[src/rtl/uart_lb_pkg.sv]
package uart_lb_pkg;

  typedef enum logic [1:0] {
    SEL_DATA = 2'd0,
    SEL_FLAG = 2'd1,
    SEL_LINE = 2'd2,
    SEL_CTRL = 2'd3
  } reg_sel_e;

  localparam int MS_W     = 4;
  localparam int LBE_POS  = 7;
  localparam int SBRK_POS = 0;
  localparam int DTR_POS  = 10;
  localparam int RTS_POS  = 11;
  localparam int OUT1_POS = 12;
  localparam int OUT2_POS = 13;

  // flag index: 0 ring, 1 clear-to-send, 2 carrier detect, 3 data-set-ready
  function automatic int ms_src_pos(input int idx);
    case (idx)
      0:       return OUT2_POS;
      1:       return RTS_POS;
      2:       return OUT1_POS;
      default: return DTR_POS;
    endcase
  endfunction

endpackage

[src/rtl/uart_lb_modem.sv]
module uart_lb_modem
  import uart_lb_pkg::*;
(
  input  logic            clk,
  input  logic            rst_n,
  input  logic            upd,
  input  logic [MS_W-1:0] mirror,
  output logic [MS_W-1:0] flags,
  output logic [MS_W-1:0] irq
);

  logic [MS_W-1:0] irq_next;

  // clear every modem-status bit, then raise those whose flag is high
  always_comb begin
    irq_next = irq & ~{MS_W{1'b1}};
    for (int i = 0; i < MS_W; i++) begin
      if (mirror[i]) irq_next[i] = 1'b1;
    end
  end

  always_ff @(posedge clk) begin
    if (!rst_n) begin
      flags <= '0;
      irq   <= '0;
    end else if (upd) begin
      flags <= mirror;
      irq   <= irq_next;
    end
  end

endmodule

[src/rtl/uart_lb_regs.sv]
module uart_lb_regs
  import uart_lb_pkg::*;
#(
  parameter int REG_W  = 16,
  parameter int DATA_W = 8,
  parameter int WORD_W = DATA_W + 3
) (
  input  logic              clk,
  input  logic              rst_n,
  input  logic              wr,
  input  logic [1:0]        sel,
  input  logic [REG_W-1:0]  wdata,
  output logic [REG_W-1:0]  ctrl_q,
  output logic              lb_on,
  output logic [MS_W-1:0]   flags,
  output logic [MS_W-1:0]   irq,
  output logic              lb_push,
  output logic [WORD_W-1:0] lb_word
);

  localparam int BRK_POS = WORD_W - 1;

  reg_sel_e        sel_e;
  logic            brk_q;
  logic            ctrl_wr;
  logic [MS_W-1:0] mirror;

  assign sel_e   = reg_sel_e'(sel);
  assign ctrl_wr = wr && (sel_e == SEL_CTRL);
  assign lb_on   = ctrl_q[LBE_POS];

  for (genvar g = 0; g < MS_W; g++) begin : g_mirror
    assign mirror[g] = wdata[ms_src_pos(g)];
  end

  always_ff @(posedge clk) begin
    if (!rst_n) begin
      ctrl_q <= '0;
      brk_q  <= 1'b0;
    end else if (wr) begin
      if (sel_e == SEL_CTRL) ctrl_q <= wdata;
      if (sel_e == SEL_LINE) brk_q  <= wdata[SBRK_POS];
    end
  end

  uart_lb_modem u_modem (
    .clk    (clk),
    .rst_n  (rst_n),
    .upd    (ctrl_wr && wdata[LBE_POS]),
    .mirror (mirror),
    .flags  (flags),
    .irq    (irq)
  );

  always_comb begin
    lb_push = 1'b0;
    lb_word = '0;
    if (wr && lb_on) begin
      if (sel_e == SEL_DATA) begin
        lb_push = 1'b1;
        lb_word = {{(WORD_W-DATA_W){1'b0}}, wdata[DATA_W-1:0]};
      end else if (sel_e == SEL_LINE && wdata[SBRK_POS] && !brk_q) begin
        lb_push = 1'b1;
        lb_word[BRK_POS] = 1'b1;
      end
    end
  end

endmodule

[src/rtl/uart_lb_fifo.sv]
module uart_lb_fifo #(
  parameter int W     = 11,
  parameter int DEPTH = 4
) (
  input  logic         clk,
  input  logic         rst_n,
  input  logic         push,
  input  logic [W-1:0] push_data,
  output logic         full,
  output logic         out_valid,
  input  logic         out_ready,
  output logic [W-1:0] out_data
);

  localparam int PW = (DEPTH > 1) ? $clog2(DEPTH) : 1;
  localparam int CW = $clog2(DEPTH + 1);

  logic [W-1:0]  mem [DEPTH];
  logic [PW-1:0] wp, rp;
  logic [CW-1:0] cnt;
  logic          do_push, do_pop;

  assign full      = (cnt == CW'(DEPTH));
  assign out_valid = (cnt != '0);
  assign out_data  = mem[rp];
  assign do_push   = push && !full;
  assign do_pop    = out_valid && out_ready;

  function automatic logic [PW-1:0] bump(input logic [PW-1:0] p);
    return (p == PW'(DEPTH - 1)) ? '0 : p + 1'b1;
  endfunction

  always_ff @(posedge clk) begin
    if (do_push) mem[wp] <= push_data;
  end

  always_ff @(posedge clk) begin
    if (!rst_n) begin
      wp  <= '0;
      rp  <= '0;
      cnt <= '0;
    end else begin
      if (do_push) wp <= bump(wp);
      if (do_pop)  rp <= bump(rp);
      case ({do_push, do_pop})
        2'b10:   cnt <= cnt + 1'b1;
        2'b01:   cnt <= cnt - 1'b1;
        default: cnt <= cnt;
      endcase
    end
  end

endmodule

[src/rtl/uart_loopback_path.sv]
module uart_loopback_path
  import uart_lb_pkg::*;
#(
  parameter int REG_W      = 16,
  parameter int DATA_W     = 8,
  parameter int FIFO_DEPTH = 4,
  localparam int WORD_W    = DATA_W + 3
) (
  input  logic              clk,
  input  logic              rst_n,
  input  logic              reg_wr,
  input  logic [1:0]        reg_sel,
  input  logic [REG_W-1:0]  reg_wdata,
  input  logic              ext_rx_valid,
  output logic              ext_rx_ready,
  input  logic [DATA_W-1:0] ext_rx_data,
  output logic              rxq_valid,
  input  logic              rxq_ready,
  output logic [WORD_W-1:0] rxq_data,
  output logic [REG_W-1:0]  ctrl_reg,
  output logic [MS_W-1:0]   modem_flags,
  output logic [MS_W-1:0]   modem_irq
);

  logic              lb_on, lb_push, q_full, ext_take, q_push;
  logic [WORD_W-1:0] lb_word, q_word;

  uart_lb_regs #(
    .REG_W  (REG_W),
    .DATA_W (DATA_W),
    .WORD_W (WORD_W)
  ) u_regs (
    .clk     (clk),
    .rst_n   (rst_n),
    .wr      (reg_wr),
    .sel     (reg_sel),
    .wdata   (reg_wdata),
    .ctrl_q  (ctrl_reg),
    .lb_on   (lb_on),
    .flags   (modem_flags),
    .irq     (modem_irq),
    .lb_push (lb_push),
    .lb_word (lb_word)
  );

  // loopback swallows external characters; otherwise they wait for space
  assign ext_rx_ready = lb_on || !q_full;
  assign ext_take     = ext_rx_valid && !lb_on && !q_full;
  assign q_push       = lb_push || ext_take;
  assign q_word       = lb_push ? lb_word
                                : {{(WORD_W-DATA_W){1'b0}}, ext_rx_data};

  uart_lb_fifo #(
    .W     (WORD_W),
    .DEPTH (FIFO_DEPTH)
  ) u_fifo (
    .clk       (clk),
    .rst_n     (rst_n),
    .push      (q_push),
    .push_data (q_word),
    .full      (q_full),
    .out_valid (rxq_valid),
    .out_ready (rxq_ready),
    .out_data  (rxq_data)
  );

endmodule

[config.mk]
export PLATFORM = sky130hd
export DESIGN_NAME = uart_loopback_path
export DESIGN_NICKNAME = d
export VERILOG_FILES = /design/src/rtl/uart_lb_pkg.sv /design/src/rtl/uart_lb_modem.sv /design/src/rtl/uart_lb_regs.sv /design/src/rtl/uart_lb_fifo.sv /design/src/rtl/uart_loopback_path.sv
export SDC_FILE = /design/constraint.sdc
export NUM_CORES = 1
export LEC_CHECK = 0
export BUFFER_PORTS_ARGS = -buffer_cell sky130_fd_sc_hd__buf_2
export CAP_MARGIN = 30
export CORE_MARGIN = 10
export CORE_UTILIZATION = 53
export CTS_CLUSTER_DIAMETER = 80
export DETAILED_ROUTE_END_ITERATION = 16
export GPL_ROUTABILITY_DRIVEN = 1
export PLACE_DENSITY = 0.79
export SYNTH_ARGS = -nofsm -noshare
export SYNTH_HDL_FRONTEND = slang
export SYNTH_SLANG_ARGS = --single-unit
[constraint.sdc]
create_clock -name clk -period 4.3 [get_ports clk]
set_input_delay 0.43 -clock clk [delete_from_list [all_inputs] [get_ports clk]]
set_output_delay 0.43 -clock clk [all_outputs]
set_load 0.1 [all_outputs]
[Word-level counts from Yosys, hierarchy flattened]
Memory sizes are Yosys's and may differ from the RTL's. A register that Yosys moved wholly into a read port is not among the register bits.
Cells that the tools add are included.
W data, S select, Z words.
Storage, ports and cells
  bits in registers: 32
  bits in latches: 0
  RAM bits: 44
  bits in read-only memories: 0
  input port bits: 31
  output and inout port bits: 37
  logic and storage cells: 56
  memories: 1
Memories
  u_fifo.mem: depth 4, bits a word 11, read ports 1, clocked after memory_dff 1, write ports 1, line uart_lb_fifo.sv:18  | logic [W-1:0] mem [DEPTH];
Cells by class
  add/sub/neg operators: 4
  $mul: 0
  divide/modulo/power cells: 0
  $lt $le $gt $ge: 0
  equality and inequality tests: 7
  shifts and indexed selects: 0
  mux-type cells: 18
  bitwise operators: 0
  reductions and logical operators: 19
Operators with widths (number)
  $mux W11: 2
  $eq A2 B2 Y1 const B: 5
  $mux W1: 10
  $logic_and A1 B1 Y1: 9
  $mux W2: 4
  $mux W8: 1
  $pmux W3 S2: 1
  $add A2 B1 Y2 const B: 2
  $reduce_and A2 Y1: 2
  $add A3 B1 Y3 const B: 1
  $eq A3 B3 Y1 const B: 1
  $logic_not A1 Y1: 3
  $reduce_bool A3 Y1: 1
  $sub A3 B1 Y3 const B: 1
  $eq A2 B1 Y1 const B: 1
  $logic_not A2 Y1: 1
  $logic_or A1 B1 Y1: 2
  $reduce_bool A2 Y1: 1

[Depth between registers and ports, before layout]
Gate-level depths: netlist of the first run.
  depth in word-level cells: 10
  depth in mapped cells: 10
  gate-level depth less buffers: 10

[Cells and area by module]
From an unflattened synthesis of the first run, not the netlist that was laid out.
Unflattened totals
  cells, all modules: 238
  area total of the unflattened synthesis: 3276.9 sq um
Modules (own cells, without submodules)
  uart_lb_fifo: instances 1, cells each 113, area each 2097.0 sq um, seq. area each 1501.4 sq um
  uart_lb_regs: instances 1, cells each 93, area each 828.3 sq um, seq. area each 340.3 sq um
  uart_lb_modem: instances 1, cells each 17, area each 186.4 sq um, seq. area each 80.1 sq um
  uart_loopback_path: instances 1, cells each 15, area each 165.2 sq um, seq. area each 0.0 sq um

[Least setup slack after synthesis of the first run]
OpenSTA, ideal clock, no wires.
  kind: register to register
  from: reg u_fifo.cnt[0]
  to: reg u_fifo.cnt[2]
  library setup time: 0.076 ns
  arrival time: 2.536 ns
  data required time: 4.224 ns
  path slack: 1.688 ns
  stages on the path, launching flop included: 10
  path buffers: 0
  period minus slack after synthesis: 2.612 ns
  cell sequence: dfxtp_1 -> or3_1 -> nand2_1 -> inv_1 -> ha_1 -> inv_1 -> fa_1 -> xor2_1 -> or3_1 -> a21boi_0
On the way
  elaborated cells between the ends (all ways): 13
  those cells by class: add/sub: 2; eq/ne: 3; mux: 1; reduce/logical: 7
RTL lines
  start, declared: line uart_lb_fifo.sv:20  | logic [CW-1:0] cnt;
  start signal, assigned: line uart_lb_fifo.sv:46  | 2'b10: cnt <= cnt + 1'b1;
  start signal, assigned: line uart_lb_fifo.sv:47  | 2'b01: cnt <= cnt - 1'b1;
  start signal, assigned: line uart_lb_fifo.sv:48  | default: cnt <= cnt;
  $reduce_bool A3 Y1 *: line uart_lb_fifo.sv:24  | assign out_valid = (cnt != '0);
  net rxq_valid: line uart_loopback_path.sv:17  | output logic rxq_valid,
  $logic_and A1 B1 Y1 *: line uart_lb_fifo.sv:27  | assign do_pop = out_valid && out_ready;
  $eq A2 B1 Y1 / $eq A2 B2 Y1 (equally long branches): line uart_lb_fifo.sv:45  | case ({do_push, do_pop})
  $pmux W3 S2 / $reduce_bool A2 Y1 (equally long branches)
Mark *: on every way through the listed nets, which the timed path passes. The rest lies on a longest branch.
A chain may end at the register's enable or synchronous reset.

[Final worst setup path of the first run]
  from: reg u_fifo.cnt[2]
  to: reg u_fifo.cnt[2]
On the way
  longest elaborated chain between the ends: 7
  elaborated cells between the ends (all ways): 13
  those cells by class: add/sub: 2; eq/ne: 3; mux: 1; reduce/logical: 7
RTL lines
  $eq A3 B3 Y1: line uart_lb_fifo.sv:23  | assign full = (cnt == CW'(DEPTH));
  $logic_not A1 Y1: line uart_lb_fifo.sv:26, uart_loopback_path.sv:48
  $logic_and A1 B1 Y1: line uart_loopback_path.sv:48  | assign ext_take = ext_rx_valid && !lb_on && !q_full;
  $logic_or A1 B1 Y1: line uart_loopback_path.sv:49  | assign q_push = lb_push || ext_take;
  $logic_and A1 B1 Y1: line uart_lb_fifo.sv:26  | assign do_push = push && !full;
  $eq A2 B1 Y1 / $eq A2 B2 Y1 (equally long branches): line uart_lb_fifo.sv:45
  $pmux W3 S2 / $reduce_bool A2 Y1 (equally long branches)
Several ways; a longest one is shown, not always the timed one.

==> results of run 1 <==
-- power by group --
group | internal [mW] | switching (mW)
Combinational | 0.159 | 0.523
Clock | 0.279 | 0.215
Sequential | 0.734 | 0.0495
Total | 1.17 | 0.788
-- layout make-up --
cell class | count | area, um2
well taps | 70 | 87.6
clock buffers | 12 | 145
flip-flops and latches | 66 | 1680
inverters | 8 | 30.0
multi-input cells | 134 | 976
clock inverters | 4 | 42.5
fillers | 393 | 1820
repair buffers | 65 | 325
-- worst max path at each step --
stage / start / cells past startpoint / endpoint
global route: u_fifo.cnt[2] / 9 / u_fifo.cnt[2]
detailed placement: reg_sel[0] / 11 / u_fifo.cnt[2]
global placement: reg_sel[0] / 11 / u_fifo.cnt[2]
finish: u_fifo.cnt[2] / 9 / u_fifo.cnt[2]
CTS: u_fifo.cnt[0] / 9 / u_fifo.cnt[2]
floorplan: u_fifo.cnt[0] / 9 / u_fifo.cnt[2]
-- kinds of logic after synthesis --
family	share of synthesized area, %
AO/OA/AOI/OAI	11.2
XOR/XNOR	0.629
adder cells (fa/ha/maj)	3.41
buffers and inverters	4.72
flip-flops	60.4
multiplexers	7.64
other	0.135
AND/OR/NAND/NOR	11.9
-- per-layer routing --
layer / share of wire, % / GRT usage [%]
met5: 0 / 0
met4: 0.96 / 4.24
met2: 47 / 21.4
met3: 11 / 7.75
met1: 42 / 15.8
-- through the flow --
| stage | power (mW) | setup slack (ps) | hold WS (ps) | utilization [%] |
|---|---|---|---|---|
| floorplan | 1.38 | 1690 | 467 | - |
| global placement | 1.47 | 1950 | 448 | 60.7 |
| detailed placement | 1.48 | 1870 | 455 | 60.7 |
| CTS | 1.97 | 1850 | 340 | 64.4 |
| global route | 2.04 | 1670 | 355 | 64.4 |
| finish | 1.96 | 1860 | 343 | 64.4 |
-- worst max-delay path, delay by kind of cell (launching register included) --
family | cells | cell delay (ps)
AND/OR/NAND/NOR | 2 | 780
adder cells (fa/ha/maj) | 2 | 550
AO/OA/AOI/OAI | 2 | 370
flip-flops | 1 | 360
XOR/XNOR | 1 | 160
buffers and inverters | 2 | 140
-- registers in the layout (all words and copies together), names as in the netlist, named ones only --
| name | count |
|---|---|
| u_fifo.mem | 36 |
| u_regs.u_modem.flags | 4 |
| u_fifo.wp | 2 |
| u_regs.ctrl_q | 16 |
| u_fifo.cnt | 3 |
| u_fifo.rp | 2 |
| u_regs.brk_q | 1 |
-- cells in the final DEF (no fill, tap or decap), drive strengths merged, types with 3 or more instances in the layout --
master,count
edfxtp,36
nand3,6
buf,65
or3,3
nor2,5
ha,6
inv,8
dfxtp,30
a21boi,23
mux4,9
clkinv,3
a22o,8
clkbuf,12
and2,6
nand2,43
==> impl_metrics.tcl, run 1 <==
set metrics [dict create \
    htreeDepth 3 \
    drtIter0Drc 83 \
    r2r_slack_ps 1860 \
    reg2reg_from "u_fifo.cnt[2]" \
    yosysTopAreaCellShare_pct 38.8 \
    rsz0062_at_grt "false" \
    reg2reg_depth 9 \
    finalMaxSlewViolations 0 \
    start_kind "register" \
    ant_nets 0 \
    grt_pass1_vias 1949 \
    place_area_mm2 0.00310 \
    end_kind "register" \
    path_clk_slew_ps 70 \
    die-area_mm2 0.00855 \
    worst_clock_skew_ps 7.43 \
    io_pins 68 \
    fin_cells 359 \
    synth-edff-count 36 \
    hold_violations 0 \
    io_buffers 65 \
    ys.warnings.count 0 \
    syn_inst 223 \
    reg2reg_to "u_fifo.cnt[2]" \
    drt_first_pass_iters 4 \
    slowest_delay_ps 480 \
    clock_sinks 66 \
    cts_tree "yes" \
    p_per_area_mw_per_mm2 596 \
    leakagePower_nw 1.30 \
    antenna_found_initial 0 \
    peakVddDrop_uv 316 \
    synthDistinctLibCells 36 \
    clock.fmax_mhz 410 \
    synth.most_common_cell "nand2_1" \
    status "finished, final reports clean" \
    cts_resized 0 \
    ys_async_sr_fraction_pct 0 \
    layout_min_cycle_time_ps 2440 \
    synth_top_flop_cell "edfxtp_1" \
    slew_headroom_pct 53.6 \
    synth-seq-area-share_pct 60.4 \
    routedWlPerCell_um 15.9 \
    layout-drive-gt1-share_pct 30.4 \
    avgSynthCellArea_um2 12.5 \
    layout.nets 322 \
    setup_tns_ps 0 \
    critical_path_class "register to register" \
    grtUsageTotal_pct 13.7 \
    start_util_pct 54.5 \
    clk-insertion-delay-late_ps 330 \
    core_mm2 0.00511 \
    hpwl_mm 4.26 \
    syn2layout_area_growth_pct 18.1 \
    netlist_top_cells_count "nand2_1 (43), edfxtp_1 (36), dfxtp_1 (30)" \
    timing.final.crit_share_pct 56.7 \
    setup_viol 0 \
    arrival_ps 2700 \
    hold_path_end "u_regs.ctrl_q[15]" \
    syn_area_mm2 0.00279 \
    antennaDiodeCount 0 \
    cts_hold_buf 0 \
    slowest_stage "or3b_1" \
    synthTopCellsByArea "edfxtp_1 (39%), dfxtp_1 (22%), mux4_2 (7.3%)" \
    grt_max_degree 33 \
    min_from "reg_wdata[15]" \
    gr-total-overflow 0 \
    clockBufferDepth 2 \
    dp.cells 343 \
    ys_ff_latch 66 \
    routed_wl_mm 5.71 \
    cp_max_fo 8 \
    die_w_um 92.5 \
    chipHeight_um 92.5 \
    vias 1848 \
    gp_congestion 0.708 \
    crit_required_ps 4560 \
    grt_pass1_wl_mm 9.40 \
    drc 0 \
    whs_path_depth 3 \
    vias_per_cell 5.15 \
    max_slew.worst_pin.slew_ps 696 \
    crit_path_frequent_cell "inv_1" \
    final_area_mm2 0.00329 \
    post_cts.repair.setup_buffers 0 \
    holdCritPathClass "input port to register" \
    rows 26 \
    synth_top_area_cell "edfxtp_1" \
    clock-root-buffer "clkbuf_8" \
    cts_inserted_buffers 9 \
    crit_chain "or3b_1 > o21a_1 > inv_1 > ha_1 > inv_1 > fa_1 > xor2_1 > or3_1 > a21boi_0" \
    maxCapViolations 0 \
]
(Power assumes the default switching activity.)
==> run 2: changes to the inputs <==
--- a/config.mk
+++ b/config.mk
@@ -5,14 +5,15 @@
 export SDC_FILE = /design/constraint.sdc
 export NUM_CORES = 1
 export LEC_CHECK = 0
+export ABC_AREA = 1
 export BUFFER_PORTS_ARGS = -buffer_cell sky130_fd_sc_hd__buf_2
 export CAP_MARGIN = 30
 export CORE_MARGIN = 10
-export CORE_UTILIZATION = 53
+export CORE_UTILIZATION = 48
 export CTS_CLUSTER_DIAMETER = 80
 export DETAILED_ROUTE_END_ITERATION = 16
 export GPL_ROUTABILITY_DRIVEN = 1
-export PLACE_DENSITY = 0.79
+export PLACE_DENSITY = 0.75
 export SYNTH_ARGS = -nofsm -noshare
 export SYNTH_HDL_FRONTEND = slang
 export SYNTH_SLANG_ARGS = --single-unit
==> constraint.sdc (replaced) <==
create_clock -name clk -period 2 [get_ports clk]
set_input_delay 0.2 -clock clk [delete_from_list [all_inputs] [get_ports clk]]
set_output_delay 0.2 -clock clk [all_outputs]
set_load 0.1 [all_outputs]
==> run 2 against run 1 <==
  * Final cell count increased by 22%
  * Count of clock-buffer cells in the layout down 2
  * Sequential power up 110%
  * Register-to-register slack got worse by 1700 ps
  * Synthesized cell count rose by 27%
  * Via count is 19% higher
  * Sequential share of layout area down 3.5 points
  * Critical path type unchanged
==> impl_metrics.tcl, run 2 <==
set metrics [dict create \
    largest_register_ffs 36 \
    syn_inst 283 \
    ant_nets 0 \
    layout.nets 395 \
    synth-edff-count 36 \
    cp_max_fo 8 \
    cts_inserted_buffers 9 \
    io_pins 68 \
    ys.warnings.count 0 \
    vias_per_cell 5.01 \
    status "finished, final reports clean" \
    leakagePower_nw 1.47 \
    cts_tree "yes" \
    worst_clock_skew_ps 6.15 \
    htreeDepth 3 \
    grtUsageTotal_pct 13.5 \
    clockBufferDepth 2 \
    yosysTopAreaCellShare_pct 37.6 \
    rsz0062_at_grt "false" \
    ys_async_sr_fraction_pct 0 \
    hold_violations 0 \
    maxCapViolations 0 \
    gp_congestion 0.798 \
    clk-insertion-delay-late_ps 330 \
    synth_top_area_cell "edfxtp_1" \
    synth-seq-area-share_pct 58.5 \
    synth-xor-area-share_pct 0 \
    synth_top_flop_cell "edfxtp_1" \
    peakVddDrop_uv 1170 \
    start_util_pct 49.1 \
    hpwl_mm 4.74 \
    layout_min_cycle_time_ps 1880 \
    grt_pass1_wl_mm 10.6 \
    post_cts.repair.setup_buffers 0 \
    die-area_mm2 0.00948 \
    path_clk_slew_ps 70 \
    synth_mux_area_share_pct 0 \
    grt_max_degree 22 \
    synth_adder_area_share_pct 3.31 \
    drtIter0Drc 75 \
    syn_area_mm2 0.00287 \
    final_cell_mix "buf_2 (56), nand2_1 (45), edfxtp_1 (36)" \
    antennaDiodeCount 0 \
    clock-root-buffer "clkbuf_8" \
    top_regs "u_fifo.mem x36, u_regs.ctrl_q x16, u_regs.u_modem.flags x4" \
    netlist_top_cells_count "nand2_1 (45), edfxtp_1 (36), dfxtp_1 (30)" \
    clock_sinks 66 \
    crit_required_ps 2220 \
    io_buffers 65 \
    antenna_found_initial 0 \
    p_per_area_mw_per_mm2 1340 \
    setup_tns_ps 0 \
    rows 28 \
    synth.most_common_cell "nand2_1" \
    chipHeight_um 97.4 \
    critical_path_class "register to register" \
    layout_commonest_cell "buf_2" \
    largest_register "u_fifo.mem" \
    end_kind "register" \
    core_mm2 0.00585 \
    clock.fmax_mhz 532 \
    die_w_um 97.4 \
    synth-compound-area-share_pct 12.7 \
    drc 0 \
    synthDistinctLibCells 28 \
    holdCritPathClass "input port to register" \
    synthTopCellsByArea "edfxtp_1 (38%), dfxtp_1 (21%), nand2_1 (5.9%)" \
    post-route-util_pct 60.4 \
    finalMaxSlewViolations 0 \
    routedWlPerCell_um 14.7 \
    grt_pass1_vias 2218 \
    layout-drive-gt1-share_pct 37.8 \
    drt_first_pass_iters 4 \
    gr-total-overflow 0 \
    syn2layout_area_growth_pct 23.0 \
    ys_ff_latch 66 \
    routed_wl_mm 6.43 \
    setup_viol 0 \
    synth_top_family_by_area "simple AND/OR/NAND/NOR gates" \
    arrival_ps 2100 \
    timing.final.crit_share_pct 94.0 \
    vias 2191 \
    start_kind "register" \
    avgSynthCellArea_um2 10.2 \
    synth-simple-area-share_pct 18.3 \
]
## run 2: timing repair
| action | in CTS | in global routing |
|---|---|---|
| setup endpoints to repair | 3 | 7 |
| hold buffers | 0 | 0 |
| cloned | 0 | 0 |
| resized for setup | 3 | 14 |
## run 2: metal layers
metal | track usage [%] | part of all wire [%]
met1 | 15.4 | 44
met2 | 21.6 | 48
met3 | 5.12 | 7.3
met4 | 6.94 | 1.4
met5 | 0 | 0
## run 2: area by class of cell
type	count	area (um2)
fillers	488	2320
flip-flops and latches	66	1680
multi-input cells	180	1060
repair buffers	77	438
clock buffers	10	128
well taps	75	93.8
inverters	23	92.6
clock inverters	6	33.8
## run 2: final timing paths
path	end	slack, ps	startpoint	depth (start not counted)
worst max-delay path	u_fifo.cnt[2]	120	u_regs.ctrl_q[7]	12
worst min register to register	u_regs.brk_q	460	u_regs.brk_q	2
worst max register to register	u_fifo.cnt[2]	120	u_regs.ctrl_q[7]	12
worst min-delay path	u_regs.ctrl_q[14]	110	reg_wdata[14]	3
## run 2: critical path, cell delays in order, from the launching register on
cell and delay, ps:
dfxtp_1 350, nand2_2 90, clkinv_4 80, nand3_4 100, nand3_4 100, nand2_4 70
ha_1 140, inv_1 70, fa_2 350, a21oi_1 140, o21ai_1 90, o21ai_1 120
a21oi_1 50
## run 2: cell families after synthesis
| logic type | count (synthesis) |
|---|---|
| AOI/OAI and AO/OA | 63 |
| adders and majority gates | 7 |
| buffers and inverters | 38 |
| DFF | 66 |
| other | 1 |
| and+or+nand+nor | 108 |
## run 2: power by group
group / switching [mW] / internal, mW / total [mW]
sequential: 0.0755 / 1.58 / 1.66
clock: 0.480 / 0.438 / 0.918
combinational: 1.69 / 0.481 / 2.17
## run 2: stage by stage
stage          worst slack, ps  cells  power (mW)  hold slack, ps  area, um2
6_report                   120    437        4.75             109       3530
3_3_place_gp               127    421        3.76             450       3350
2_1_floorplan             15.0    284        3.42             321       2950
4_1_cts                   3.25    437        4.74            98.0       3510
5_1_grt                   1.52    437        4.99             104       3530
3_5_place_dp              34.8    421        3.79             451       3350
